[config.mk]
export PLATFORM = sky130hd
export DESIGN_NAME = wiper_cmd_decoder
export DESIGN_NICKNAME = d
export VERILOG_FILES = /design/src/rtl/wcd_pkg.sv /design/src/rtl/wcd_sync.sv /design/src/rtl/wcd_rx.sv /design/src/rtl/wcd_regs.sv /design/src/rtl/wcd_tx.sv /design/src/rtl/wiper_cmd_decoder.sv
export SDC_FILE = /design/constraint.sdc
export NUM_CORES = 1
export LEC_CHECK = 0
export ABC_AREA = 0
export ABC_CLOCK_PERIOD_IN_PS = 4400
export CAP_MARGIN = 20
export CORE_ASPECT_RATIO = 1.25
export CORE_MARGIN = 2
export CORE_UTILIZATION = 65
export DETAILED_ROUTE_END_ITERATION = 10
export DONT_BUFFER_PORTS = 1
export GPL_TIMING_DRIVEN = 0
export PLACE_DENSITY = 0.81
export SYNTH_ARGS = -nofsm -noshare
export SYNTH_HDL_FRONTEND = slang
export SYNTH_SLANG_ARGS = --single-unit
[constraint.sdc]
create_clock -name clk -period 4.4 [get_ports clk]
set_clock_uncertainty 0.05 [all_clocks]
set_input_delay 1.32 -clock clk [delete_from_list [all_inputs] [get_ports clk]]
set_output_delay 1.32 -clock clk [all_outputs]
set_load 0.02 [all_outputs]
[src/rtl/wcd_pkg.sv]
package wcd_pkg;

   localparam int CMD_W = 4;

   typedef enum logic [CMD_W-1:0] {
      CMD_NOP      = 4'd0,
      CMD_WR_TAP   = 4'd1,
      CMD_RD_TAP   = 4'd2,
      CMD_STORE    = 4'd3,
      CMD_REFRESH  = 4'd4,
      CMD_RD_NV    = 4'd5,
      CMD_WR_CTRL  = 4'd6,
      CMD_RD_CTRL  = 4'd7,
      CMD_PWR_DOWN = 4'd8
   } cmd_e;

endpackage

[src/rtl/wcd_sync.sv]
module wcd_sync #(
   parameter int          STAGES  = 2,
   parameter int          N       = 3,
   parameter logic [N-1:0] RST_VAL = '0
) (
   input  logic         clk,
   input  logic         rst_n,
   input  logic [N-1:0] d,
   output logic [N-1:0] q
);

   if (STAGES < 0 || STAGES > 4) begin : g_bad_stages
      $error("wcd_sync: STAGES must be 0..4");
   end

   if (STAGES == 0) begin : g_bypass
      assign q = d;
   end else begin : g_chain
      logic [N-1:0] chain [STAGES];

      always_ff @(posedge clk or negedge rst_n) begin
         if (!rst_n) begin
            for (int i = 0; i < STAGES; i++) chain[i] <= RST_VAL;
         end else begin
            chain[0] <= d;
            for (int i = 1; i < STAGES; i++) chain[i] <= chain[i-1];
         end
      end

      assign q = chain[STAGES-1];
   end

endmodule

[src/rtl/wcd_rx.sv]
module wcd_rx #(
   parameter int WORD_W = 16
) (
   input  logic              clk,
   input  logic              rst_n,
   input  logic              cs_n_s,
   input  logic              sclk_s,
   input  logic              sdi_s,
   input  logic              busy_i,
   output logic [WORD_W-1:0] word_o,
   output logic              frame_ok_o,
   output logic              frame_end_o,
   output logic              in_frame_o,
   output logic              sclk_fall_o
);

   localparam int              CNT_W = $clog2(WORD_W);
   localparam logic [CNT_W-1:0] LAST = CNT_W'(WORD_W - 1);

   logic             cs_q, sclk_q;
   logic             cs_fall, cs_rise, sclk_rise;
   logic [CNT_W-1:0] cnt;
   logic             full;
   logic             lock;
   logic [WORD_W-1:0] sr;

   assign cs_fall     = cs_q & ~cs_n_s;
   assign cs_rise     = ~cs_q & cs_n_s;
   assign sclk_rise   = ~sclk_q & sclk_s & ~cs_n_s;
   assign sclk_fall_o = sclk_q & ~sclk_s & ~cs_n_s;
   assign in_frame_o  = ~cs_n_s;
   assign word_o      = sr;

   always_ff @(posedge clk or negedge rst_n) begin
      if (!rst_n) begin
         cs_q        <= 1'b1;
         sclk_q      <= 1'b0;
         cnt         <= '0;
         full        <= 1'b0;
         lock        <= 1'b0;
         sr          <= '0;
         frame_ok_o  <= 1'b0;
         frame_end_o <= 1'b0;
      end else begin
         cs_q        <= cs_n_s;
         sclk_q      <= sclk_s;
         frame_ok_o  <= 1'b0;
         frame_end_o <= 1'b0;
         if (cs_fall) begin
            cnt  <= '0;
            full <= 1'b0;
            lock <= busy_i;
         end else if (!cs_n_s) begin
            if (busy_i) lock <= 1'b1;
            if (sclk_rise && !lock && !busy_i) begin
               sr <= {sr[WORD_W-2:0], sdi_s};
               if (cnt == LAST) begin
                  cnt  <= '0;
                  full <= 1'b1;
               end else begin
                  cnt <= cnt + 1'b1;
               end
            end
         end
         if (cs_rise) begin
            frame_end_o <= 1'b1;
            frame_ok_o  <= !lock && !busy_i && full && (cnt == '0);
         end
      end
   end

   // shift register frozen once the frame has seen a busy store
   AST_LOCK_FREEZE: assert property (@(posedge clk) disable iff (!rst_n)
      (lock && !cs_fall) |=> $stable(sr)) else $error("lock let shift move");

   AST_OK_AT_END: assert property (@(posedge clk) disable iff (!rst_n)
      frame_ok_o |-> frame_end_o) else $error("accept outside frame end");

endmodule

[src/rtl/wcd_regs.sv]
module wcd_regs
   import wcd_pkg::*;
#(
   parameter int              WORD_W    = 16,
   parameter int              DATA_W    = 10,
   parameter int              CTRL_W    = 3,
   parameter logic [DATA_W-1:0] TAP_RST = 10'h200
) (
   input  logic              clk,
   input  logic              rst_n,
   input  logic              frame_ok_i,
   input  logic [WORD_W-1:0] word_i,
   input  logic [DATA_W-1:0] nv_rdata_i,
   output logic [DATA_W-1:0] tap_o,
   output logic [CTRL_W-1:0] ctrl_o,
   output logic              pwr_dn_o,
   output logic              store_req_o,
   output logic              refresh_req_o,
   output logic              rd_hit_o,
   output logic [WORD_W-1:0] rd_word_o
);

   localparam int PAD_W = WORD_W - DATA_W;
   localparam int CPAD_W = DATA_W - CTRL_W;

   logic [CMD_W-1:0]  cmd;
   logic [DATA_W-1:0] dat;
   logic [DATA_W-1:0] rd_val;

   assign cmd = word_i[CMD_W+DATA_W-1:DATA_W];
   assign dat = word_i[DATA_W-1:0];

   if (WORD_W > CMD_W + DATA_W) begin : g_lead
      logic unused_lead;
      assign unused_lead = ^word_i[WORD_W-1:CMD_W+DATA_W];
   end

   always_comb begin
      rd_hit_o = 1'b0;
      rd_val   = '0;
      case (cmd)
         CMD_RD_TAP:  begin rd_hit_o = 1'b1; rd_val = tap_o; end
         CMD_RD_NV:   begin rd_hit_o = 1'b1; rd_val = nv_rdata_i; end
         CMD_RD_CTRL: begin rd_hit_o = 1'b1; rd_val = {{CPAD_W{1'b0}}, ctrl_o}; end
         default:     ;
      endcase
   end

   assign rd_word_o = {{PAD_W{1'b0}}, rd_val};

   always_ff @(posedge clk or negedge rst_n) begin
      if (!rst_n) begin
         tap_o         <= TAP_RST;
         ctrl_o        <= '0;
         pwr_dn_o      <= 1'b0;
         store_req_o   <= 1'b0;
         refresh_req_o <= 1'b0;
      end else begin
         store_req_o   <= 1'b0;
         refresh_req_o <= 1'b0;
         if (frame_ok_i) begin
            case (cmd)
               CMD_WR_TAP:   tap_o <= dat;
               CMD_STORE:    store_req_o <= 1'b1;
               CMD_REFRESH:  begin
                  tap_o         <= nv_rdata_i;
                  refresh_req_o <= 1'b1;
               end
               CMD_WR_CTRL:  ctrl_o <= dat[CTRL_W-1:0];
               CMD_PWR_DOWN: pwr_dn_o <= dat[0];
               default:      ;
            endcase
         end
      end
   end

   AST_STORE_ONE_CYCLE: assert property (@(posedge clk) disable iff (!rst_n)
      store_req_o |=> !store_req_o) else $error("store pulse too long");

   AST_REFRESH_ONE_CYCLE: assert property (@(posedge clk) disable iff (!rst_n)
      refresh_req_o |=> !refresh_req_o) else $error("refresh pulse too long");

   AST_REQ_EXCLUSIVE: assert property (@(posedge clk) disable iff (!rst_n)
      $onehot0({store_req_o, refresh_req_o})) else $error("requests overlap");

   AST_REFRESH_LOADS_NV: assert property (@(posedge clk) disable iff (!rst_n)
      refresh_req_o |-> (tap_o == $past(nv_rdata_i))) else $error("refresh data wrong");

   AST_HOLD_NO_FRAME: assert property (@(posedge clk) disable iff (!rst_n)
      !frame_ok_i |=> ($stable(tap_o) && $stable(ctrl_o) && $stable(pwr_dn_o)))
      else $error("register moved without frame");

endmodule

[src/rtl/wcd_tx.sv]
module wcd_tx #(
   parameter int WORD_W = 16
) (
   input  logic              clk,
   input  logic              rst_n,
   input  logic              in_frame_i,
   input  logic              sclk_fall_i,
   input  logic              frame_end_i,
   input  logic              load_i,
   input  logic [WORD_W-1:0] load_word_i,
   output logic              sdo_o,
   output logic              sdo_en_o
);

   logic [WORD_W-1:0] sr;

   always_ff @(posedge clk or negedge rst_n) begin
      if (!rst_n) begin
         sr <= '0;
      end else if (frame_end_i) begin
         sr <= load_i ? load_word_i : '0;
      end else if (in_frame_i && sclk_fall_i) begin
         sr <= {sr[WORD_W-2:0], 1'b0};
      end
   end

   assign sdo_o    = sr[WORD_W-1];
   assign sdo_en_o = in_frame_i;

   AST_SDO_ON_FALL_ONLY: assert property (@(posedge clk) disable iff (!rst_n)
      (in_frame_i && !sclk_fall_i && !frame_end_i) |=> $stable(sdo_o))
      else $error("sdo moved without falling edge");

endmodule

[src/rtl/wiper_cmd_decoder.sv]
module wiper_cmd_decoder
   import wcd_pkg::*;
#(
   parameter int                WORD_W      = 16,
   parameter int                DATA_W      = 10,
   parameter int                CTRL_W      = 3,
   parameter int                SYNC_STAGES = 2,
   parameter logic [DATA_W-1:0] TAP_RST     = 10'h200
) (
   input  logic              clk,
   input  logic              rst_n,
   input  logic              cs_n,
   input  logic              sclk,
   input  logic              sdi,
   output logic              sdo,
   output logic              sdo_en,
   output logic [DATA_W-1:0] wiper,
   output logic [CTRL_W-1:0] ctrl,
   output logic              shutdown,
   output logic              store_req,
   output logic              refresh_req,
   input  logic              store_busy,
   input  logic [DATA_W-1:0] nv_rdata
);

   if (WORD_W < CMD_W + DATA_W) begin : g_bad_word
      $error("wiper_cmd_decoder: WORD_W too small for command and data");
   end
   if (CTRL_W < 1 || CTRL_W >= DATA_W) begin : g_bad_ctrl
      $error("wiper_cmd_decoder: CTRL_W must be 1..DATA_W-1");
   end
   if ((WORD_W & (WORD_W - 1)) != 0) begin : g_bad_pow2
      $error("wiper_cmd_decoder: WORD_W must be a power of two");
   end

   logic [2:0]        pins_s;
   logic              cs_n_s, sclk_s, sdi_s;
   logic [WORD_W-1:0] word;
   logic              frame_ok, frame_end, in_frame, sclk_fall;
   logic              rd_hit;
   logic [WORD_W-1:0] rd_word;

   wcd_sync #(
      .STAGES  (SYNC_STAGES),
      .N       (3),
      .RST_VAL (3'b100)
   ) u_sync (
      .clk   (clk),
      .rst_n (rst_n),
      .d     ({cs_n, sclk, sdi}),
      .q     (pins_s)
   );

   assign {cs_n_s, sclk_s, sdi_s} = pins_s;

   wcd_rx #(.WORD_W(WORD_W)) u_rx (
      .clk         (clk),
      .rst_n       (rst_n),
      .cs_n_s      (cs_n_s),
      .sclk_s      (sclk_s),
      .sdi_s       (sdi_s),
      .busy_i      (store_busy),
      .word_o      (word),
      .frame_ok_o  (frame_ok),
      .frame_end_o (frame_end),
      .in_frame_o  (in_frame),
      .sclk_fall_o (sclk_fall)
   );

   wcd_regs #(
      .WORD_W  (WORD_W),
      .DATA_W  (DATA_W),
      .CTRL_W  (CTRL_W),
      .TAP_RST (TAP_RST)
   ) u_regs (
      .clk           (clk),
      .rst_n         (rst_n),
      .frame_ok_i    (frame_ok),
      .word_i        (word),
      .nv_rdata_i    (nv_rdata),
      .tap_o         (wiper),
      .ctrl_o        (ctrl),
      .pwr_dn_o      (shutdown),
      .store_req_o   (store_req),
      .refresh_req_o (refresh_req),
      .rd_hit_o      (rd_hit),
      .rd_word_o     (rd_word)
   );

   wcd_tx #(.WORD_W(WORD_W)) u_tx (
      .clk         (clk),
      .rst_n       (rst_n),
      .in_frame_i  (in_frame),
      .sclk_fall_i (sclk_fall),
      .frame_end_i (frame_end),
      .load_i      (frame_ok && rd_hit),
      .load_word_i (rd_word),
      .sdo_o       (sdo),
      .sdo_en_o    (sdo_en)
   );

   AST_BUSY_FREEZE: assert property (@(posedge clk) disable iff (!rst_n)
      (store_busy && $past(store_busy)) |=> ($stable(wiper) && !store_req && !refresh_req))
      else $error("busy window let a command through");

endmodule

==> results of run 1 <==
[state kept, by name, summed over array words and instances (netlist names), 3 cells and up]
name and cells:
u_regs.ctrl_o 3, u_rx.cnt 4, u_regs.tap_o 10, u_sync.q 3, u_rx.word_o 14, u_tx.sr 16
u_sync.g_chain.chain 3
[synth_stat cells (3+ instances only)]
| master | count |
|---|---|
| o21a_1 | 7 |
| a22oi_1 | 10 |
| o21ai_1 | 3 |
| mux2i_1 | 10 |
| o2bb2ai_1 | 3 |
| mux2_4 | 10 |
| nand3_1 | 4 |
| dfstp_2 | 4 |
| buf_6 | 4 |
| mux2_2 | 8 |
| nand2_1 | 23 |
| inv_1 | 6 |
| dfrtp_1 | 58 |
| nor2_1 | 12 |
| o22ai_1 | 9 |
| buf_2 | 4 |
| a21oi_1 | 13 |
| o21ai_0 | 8 |
[stage by stage]
step	hold WS [ns]	power, mW	util, %
finish	0.303	1.21	73.2
global route	0.309	1.26	73.2
CTS	0.306	1.22	73.2
detailed placement	0.290	0.674	68.0
global placement	0.284	0.671	68.0
floorplan	0.281	0.661	-
[layout make-up]
| class | count | area, µm² | share of cell area [%] |
|---|---|---|---|
| sequential | 62 | 1560 | 49.2 |
| tap | 58 | 72.6 | 2.29 |
| buffer | 14 | 115 | 3.64 |
| multi-input combinational | 156 | 1170 | 37.1 |
| clock buffer | 11 | 141 | 4.47 |
| clock inverter | 5 | 82.6 | 2.61 |
| inverter | 6 | 22.5 | 0.712 |
[report_power, final]
part,leakage [nW],switching (mW),internal (mW)
Sequential,0.772,0.0182,0.594
Clock,0.113,0.215,0.336
Combinational,0.549,0.0260,0.0263
Total,1.43,0.259,0.956
[cell families (layout without fill, tap and decap cells)]
logic type	after synthesis	after routing	share of synthesized area (%)
AO/OA/AOI/OAI	60	60	13.7
buffers and inverters	20	36	4.80
adder cells (fa/ha/maj)	2	2	0.872
AND/OR/NAND/NOR	64	64	13.9
XOR/XNOR	2	2	0.611
flip-flops	62	62	54.3
multiplexers	28	28	11.9
[path summary, 6_finish.rpt]
check	start	to	depth (start not counted)
setup / recovery	u_sync.q[2]	sdo_en	1
hold / removal	u_sync.g_chain.chain[3]	u_sync.q[0]	0
setup reg to reg	u_sync.q[2]	u_tx.sr[1]	4
hold reg to reg	u_sync.g_chain.chain[3]	u_sync.q[0]	0
max in group asynchronous	rst_n	u_regs.tap_o[9]	0
min in group asynchronous	rst_n	u_regs.tap_o[2]	0
[routing by layer]
layer | GRT usage (%) | wire length, µm | up-vias | share of wire [%]
li1 | - | - | 870 | -
met1 | 30.4 | 2370 | 918 | 42
met2 | 41.2 | 2870 | 46 | 51
met3 | 5.73 | 237 | 15 | 4.2
met4 | 15.7 | 146 | 0 | 2.6
met5 | 0 | 0 | - | 0
==> metrics, run 1 <==
antenna violations before repair=0; CORE AREA=between 0.004 and 0.005 mm²; ANT nets after route=0; io pins=34; most frequent cells in the layout=dfrtp_1 (58), nand2_1 (23), a21oi_1 (13); top cells by area, synth=dfrtp_1 (51%), mux2_4 (5.2%), dfstp_2 (3.7%); DRC errors left=0; Final #Nets=about 270; Fin. Hold Viols=0; placed standard-cell area=about 0.003 mm²; Synth area leader=dfrtp_1; Synth Warn #=0; Post-CTS Resized=0; Final period util=56.1%; pins over their slew limit=0; worst skew pair latency=between 0.3 and 0.4 ns; dominant synthesized flop cell=dfrtp_1; post-route insts no fill=between 300 and 400; Synth cell types=49; Worst path slowest cell=dfstp_2; Total GRT Usage=between 20% and 30%; Clk pin slew, worst setup/hold paths=roughly 0.070 ns; Worst setup SP type=flip-flop; Post-Place Cells=between 200 and 300; Crit Path Class=flip-flop to output port; gr ovfl total=0; Seq/Total Area, Yosys=between 50% and 60%; largest net degree at the start of global routing=between 60 and 70; Worst Path Max Fanout=6; Finished Cell Area=0.00316 mm²; die width=between 60 and 70 µm; setup ws final=1.93 ns; fmax=0.405 GHz; via count=1,849; Fillers=~320; max_cap viols=0; vias per cell=between 5 and 6; Pwr per Cell Area=384 mW/mm²; setup violators final=0; most common cell after layout, fill and taps aside=dfrtp_1; flop and latch count out of synthesis=62; first-pass GRT wire length=around 9500 µm; GP Congestion=just over 0.8; asr flop ratio synth=100%; WL/cell=approximately 18 µm; CTS Buf Count=9; Setup crit end kind=output port; cell count after synthesis=between 200 and 250; relative slew slack=between 20% and 30%; port bufs=0; post-CTS setup buffer count=0; # rows=27; syn nets=about 260; Lkg Pwr=1.43 nW; top cell type's share of synthesized area=roughly 50%; area grow syn2layout=10.3%; pre-CTS setup slack=around 1.8 ns; DRT Pass-1 Iters=4; fraction of final layout cells sized beyond drive strength 1=between 20% and 30%; Tightest Pin Transition=1.08 ns; maximum VDD drop=around 0.27 mV; worst min-delay path class=flip-flop to flip-flop; H-tree depth=3; total die area=~0.0050 mm²; hold buffers post-CTS=0; CTS tree=built; number of global-route vias before repair=just under 2,000; Die Y=just under 80 µm; setup TNS=0 ns; Clock Tree Buf Depth=2; critical path cell sequence=inv_1; Bufs and invs on worst path=1; Worst R2R Setup Slack=approximately 2.5 ns; Post-synth EDFFs=0; Total Wirelength=5620 µm; CP Data Required Time=about 3 ns; max incr delay on CP=0.60 ns; Root Driver=clkbuf_8; crit path DAT=1.10 ns; post-layout minimum cycle time=2.47 ns; n_diodes=0; Syn Std Cell Area=approximately 0.0029 mm²; Clock Sinks=62; syn avg cell area=approximately 12 µm²; Initial Utilization=66.3%; RSZ-0062 raised after global routing=no; delay-heaviest family, CP=flip-flops; drt initial violations=around 90; status=finished, final reports clean; post-DP HPWL=about 3800 µm
No activity file was read; power rests on OpenSTA's default activity.
==> run 2: changes to the inputs <==
Settings changed: ABC_CLOCK_PERIOD_IN_PS 4400 to 2000, CORE_UTILIZATION 65 to 56, PLACE_DENSITY 0.81 to 0.74.
Clock period 4.4 ns to 2 ns, I/O delays scaled along.
==> run 2 against run 1 <==
Non-clock buffer count is 1 higher. Register-to-register slack worse by 2.3 ns. Worst setup slack worse by 1.7 ns. Largest power group unchanged. Highest routed layer unchanged.
==> metrics, run 2 (synthesis gave the netlist of run 1 again) <==
Largest register FFs=16 (unchanged); Setup crit end kind=flip-flop; max_cap viols=0 (unchanged); DRT Pass-1 Iters=4 (unchanged); Post-CTS Resized=0 (unchanged); maximum VDD drop=0.541 mV (+98%); Clock Tree Buf Depth=2 (unchanged); Fin. Hold Viols=0 (unchanged); max incr delay on CP=0.79 ns (+0.19 ns); number of global-route vias before repair=1,845 (-7.2%); post-layout minimum cycle time=roughly 1.8 ns; n_diodes=0 (unchanged); pins over their slew limit=0 (unchanged); post-route insts no fill=317 (+1.6%); Finished Cell Area=0.00317 mm² (+0.28%); Net Sw Frac=22.4% (+1.1 points); Comb pwr share=5.5% (+1.2 points); placed standard-cell area=0.00295 mm² (+0.17%); fraction of final layout cells sized beyond drive strength 1=23.5% (+0.30 points); Reg with most FFs=u_tx.sr; ANT nets after route=0 (unchanged); setup violators final=0 (unchanged); Bufs and invs on worst path=0 (-1); GP Congestion=0.764 (-5.5%); antenna violations before repair=0 (unchanged); # rows=29 (+7.4%); drt initial violations=147 (+60%); Worst Path Max Fanout=7 (+1); worst min-delay path class=input pin to async pin; Root Driver=clkbuf_8; crit path DAT=1.93 ns (+0.83 ns); port bufs=0 (unchanged); WL/cell=17.8 µm (-1.4%); NetSw=580 µW (+120%); Clock Power Share=42.6% (-2.7 points); Tightest Pin Transition=0.949 ns (-0.129 ns); first-pass GRT wire length=9280 µm (-2.0%); Min Hold Slack=0.0564 ns (-0.247 ns); vias per cell=5.83 (-1.7%); Pwr per Cell Area=816 mW/mm² (+110%); Pint=2.01 mW (+110%); via count=1,847 (-0.11%); most common cell after layout, fill and taps aside=dfrtp_1; critical path cell sequence=nor3b_1 > a21o_1 > o2bb2ai_1 > a21oi_1; worst reg2reg endpoint=u_tx.sr[1]; status=finished, final reports clean; Final period util=approximately nine tenths; H-tree depth=3 (unchanged); r2r worst-path depth=4 (unchanged); CTS tree=built; Die Y=84.0 µm (+7.3%); Worst R2R Setup Slack=0.24 ns (-2.29 ns); worst skew pair latency=0.34 ns (about the same); Lkg Pwr=1.44 nW (+0.37%); Clock Sinks=62 (unchanged); Total Wirelength=5630 µm (+0.14%); Reg power frac=52.0% (+1.6 points); post-CTS setup buffer count=0 (unchanged); CORE AREA=0.00501 mm² (+16%); Final #Nets=268 (+0.37%); die width=68.0 µm (+7.2%); delay-heaviest family, CP=simple AND/OR/NAND/NOR gates; Total GRT Usage=22.2% (-3.1 points); Worst path slowest cell=nor3b_1; CTS Buf Count=9 (unchanged); fmax=0.567 GHz; CP Data Required Time=2.17 ns (-0.86 ns); DRC errors left=0 (unchanged); Clk pin slew, worst setup/hold paths=0.07 ns (about the same); Worst Setup SP=u_sync.q[2]; Initial Utilization=57.3% (-9.0 points); total die area=0.00571 mm² (+15%); largest net degree at the start of global routing=63 (unchanged); gr ovfl total=0 (unchanged); Post-Place Cells=300 (+1.4%); Crit Path Class=flip-flop to flip-flop; setup TNS=0 ns (unchanged); area grow syn2layout=10.6%; Power Total=2.59 mW (+110%); most frequent cells in the layout=dfrtp_1 (58), nand2_1 (23), a21oi_1 (13); io pins=34 (unchanged); relative slew slack=36.6% (+8.6 points); Worst setup SP type=flip-flop; reg-to-reg startpoint=u_sync.q[2]; post-DP HPWL=3730 µm (-1.3%); RSZ-0062 raised after global routing=no
-- run 2: cell types whose count changed in the layout (fill, tap and decap cells not counted), sizes merged --
cell / delta
buf: +1
bufinv: -1
clkbuf: +1
-- run 2: area by class of cell --
cell class              count  area [µm²]
inverters                   6        22.5
well taps                  62        77.6
repair buffers              1        27.5
multi-input cells         156        1170
plain buffers              14         115
fillers                   409        1830
clock inverters             4        45.0
flip-flops and latches     62        1560
clock buffers              12         155
-- run 2: layer usage --
metal  up-vias  GRT usage [%]  share of wire, %
met5         -              0                 0
met4         0           9.27               2.4
met3        12           5.53               4.6
met2        42           33.7                50
met1       922           29.9                43
li1        871              -                 -
-- run 2: stage by stage --
step | util [%] | setup WS, ns
after floorplan | - | 0.201
after global placement | 58.8 | 0.115
after detailed placement | 58.8 | 0.0962
after CTS | 62.8 | 0.241
after global routing | 63.4 | 0.165
final | 63.4 | 0.238
-- run 2: worst max-delay path by stage --
| stage | cells past startpoint | slack, ns | end |
|---|---|---|---|
| 2_1_floorplan | 5 | 0.20 | u_rx.word_o[0] |
| 3_3_place_gp | 5 | 0.12 | u_rx.word_o[1] |
| 3_5_place_dp | 5 | 0.1 | u_rx.word_o[7] |
| 4_1_cts | 1 | 0.24 | sdo_en |
| 5_1_grt | 6 | 0.16 | u_tx.sr[9] |
| 6_report | 4 | 0.24 | u_tx.sr[1] |
-- run 2: power by group through the flow --
stage	combinational (mW)	sequential [mW]	clock, mW
global route	0.160	1.35	1.18
floorplan	0.0967	1.36	0
CTS	0.115	1.34	1.11
finish	0.141	1.34	1.10
global placement	0.111	1.37	0
detailed placement	0.114	1.37	0
-- run 2: worst register-to-register path, cell delays in order, from the launching register on --
cell,delay (ns)
dfstp_2,0.40
nor3b_1,0.79
a21o_1,0.24
o2bb2ai_1,0.11
a21oi_1,0.06
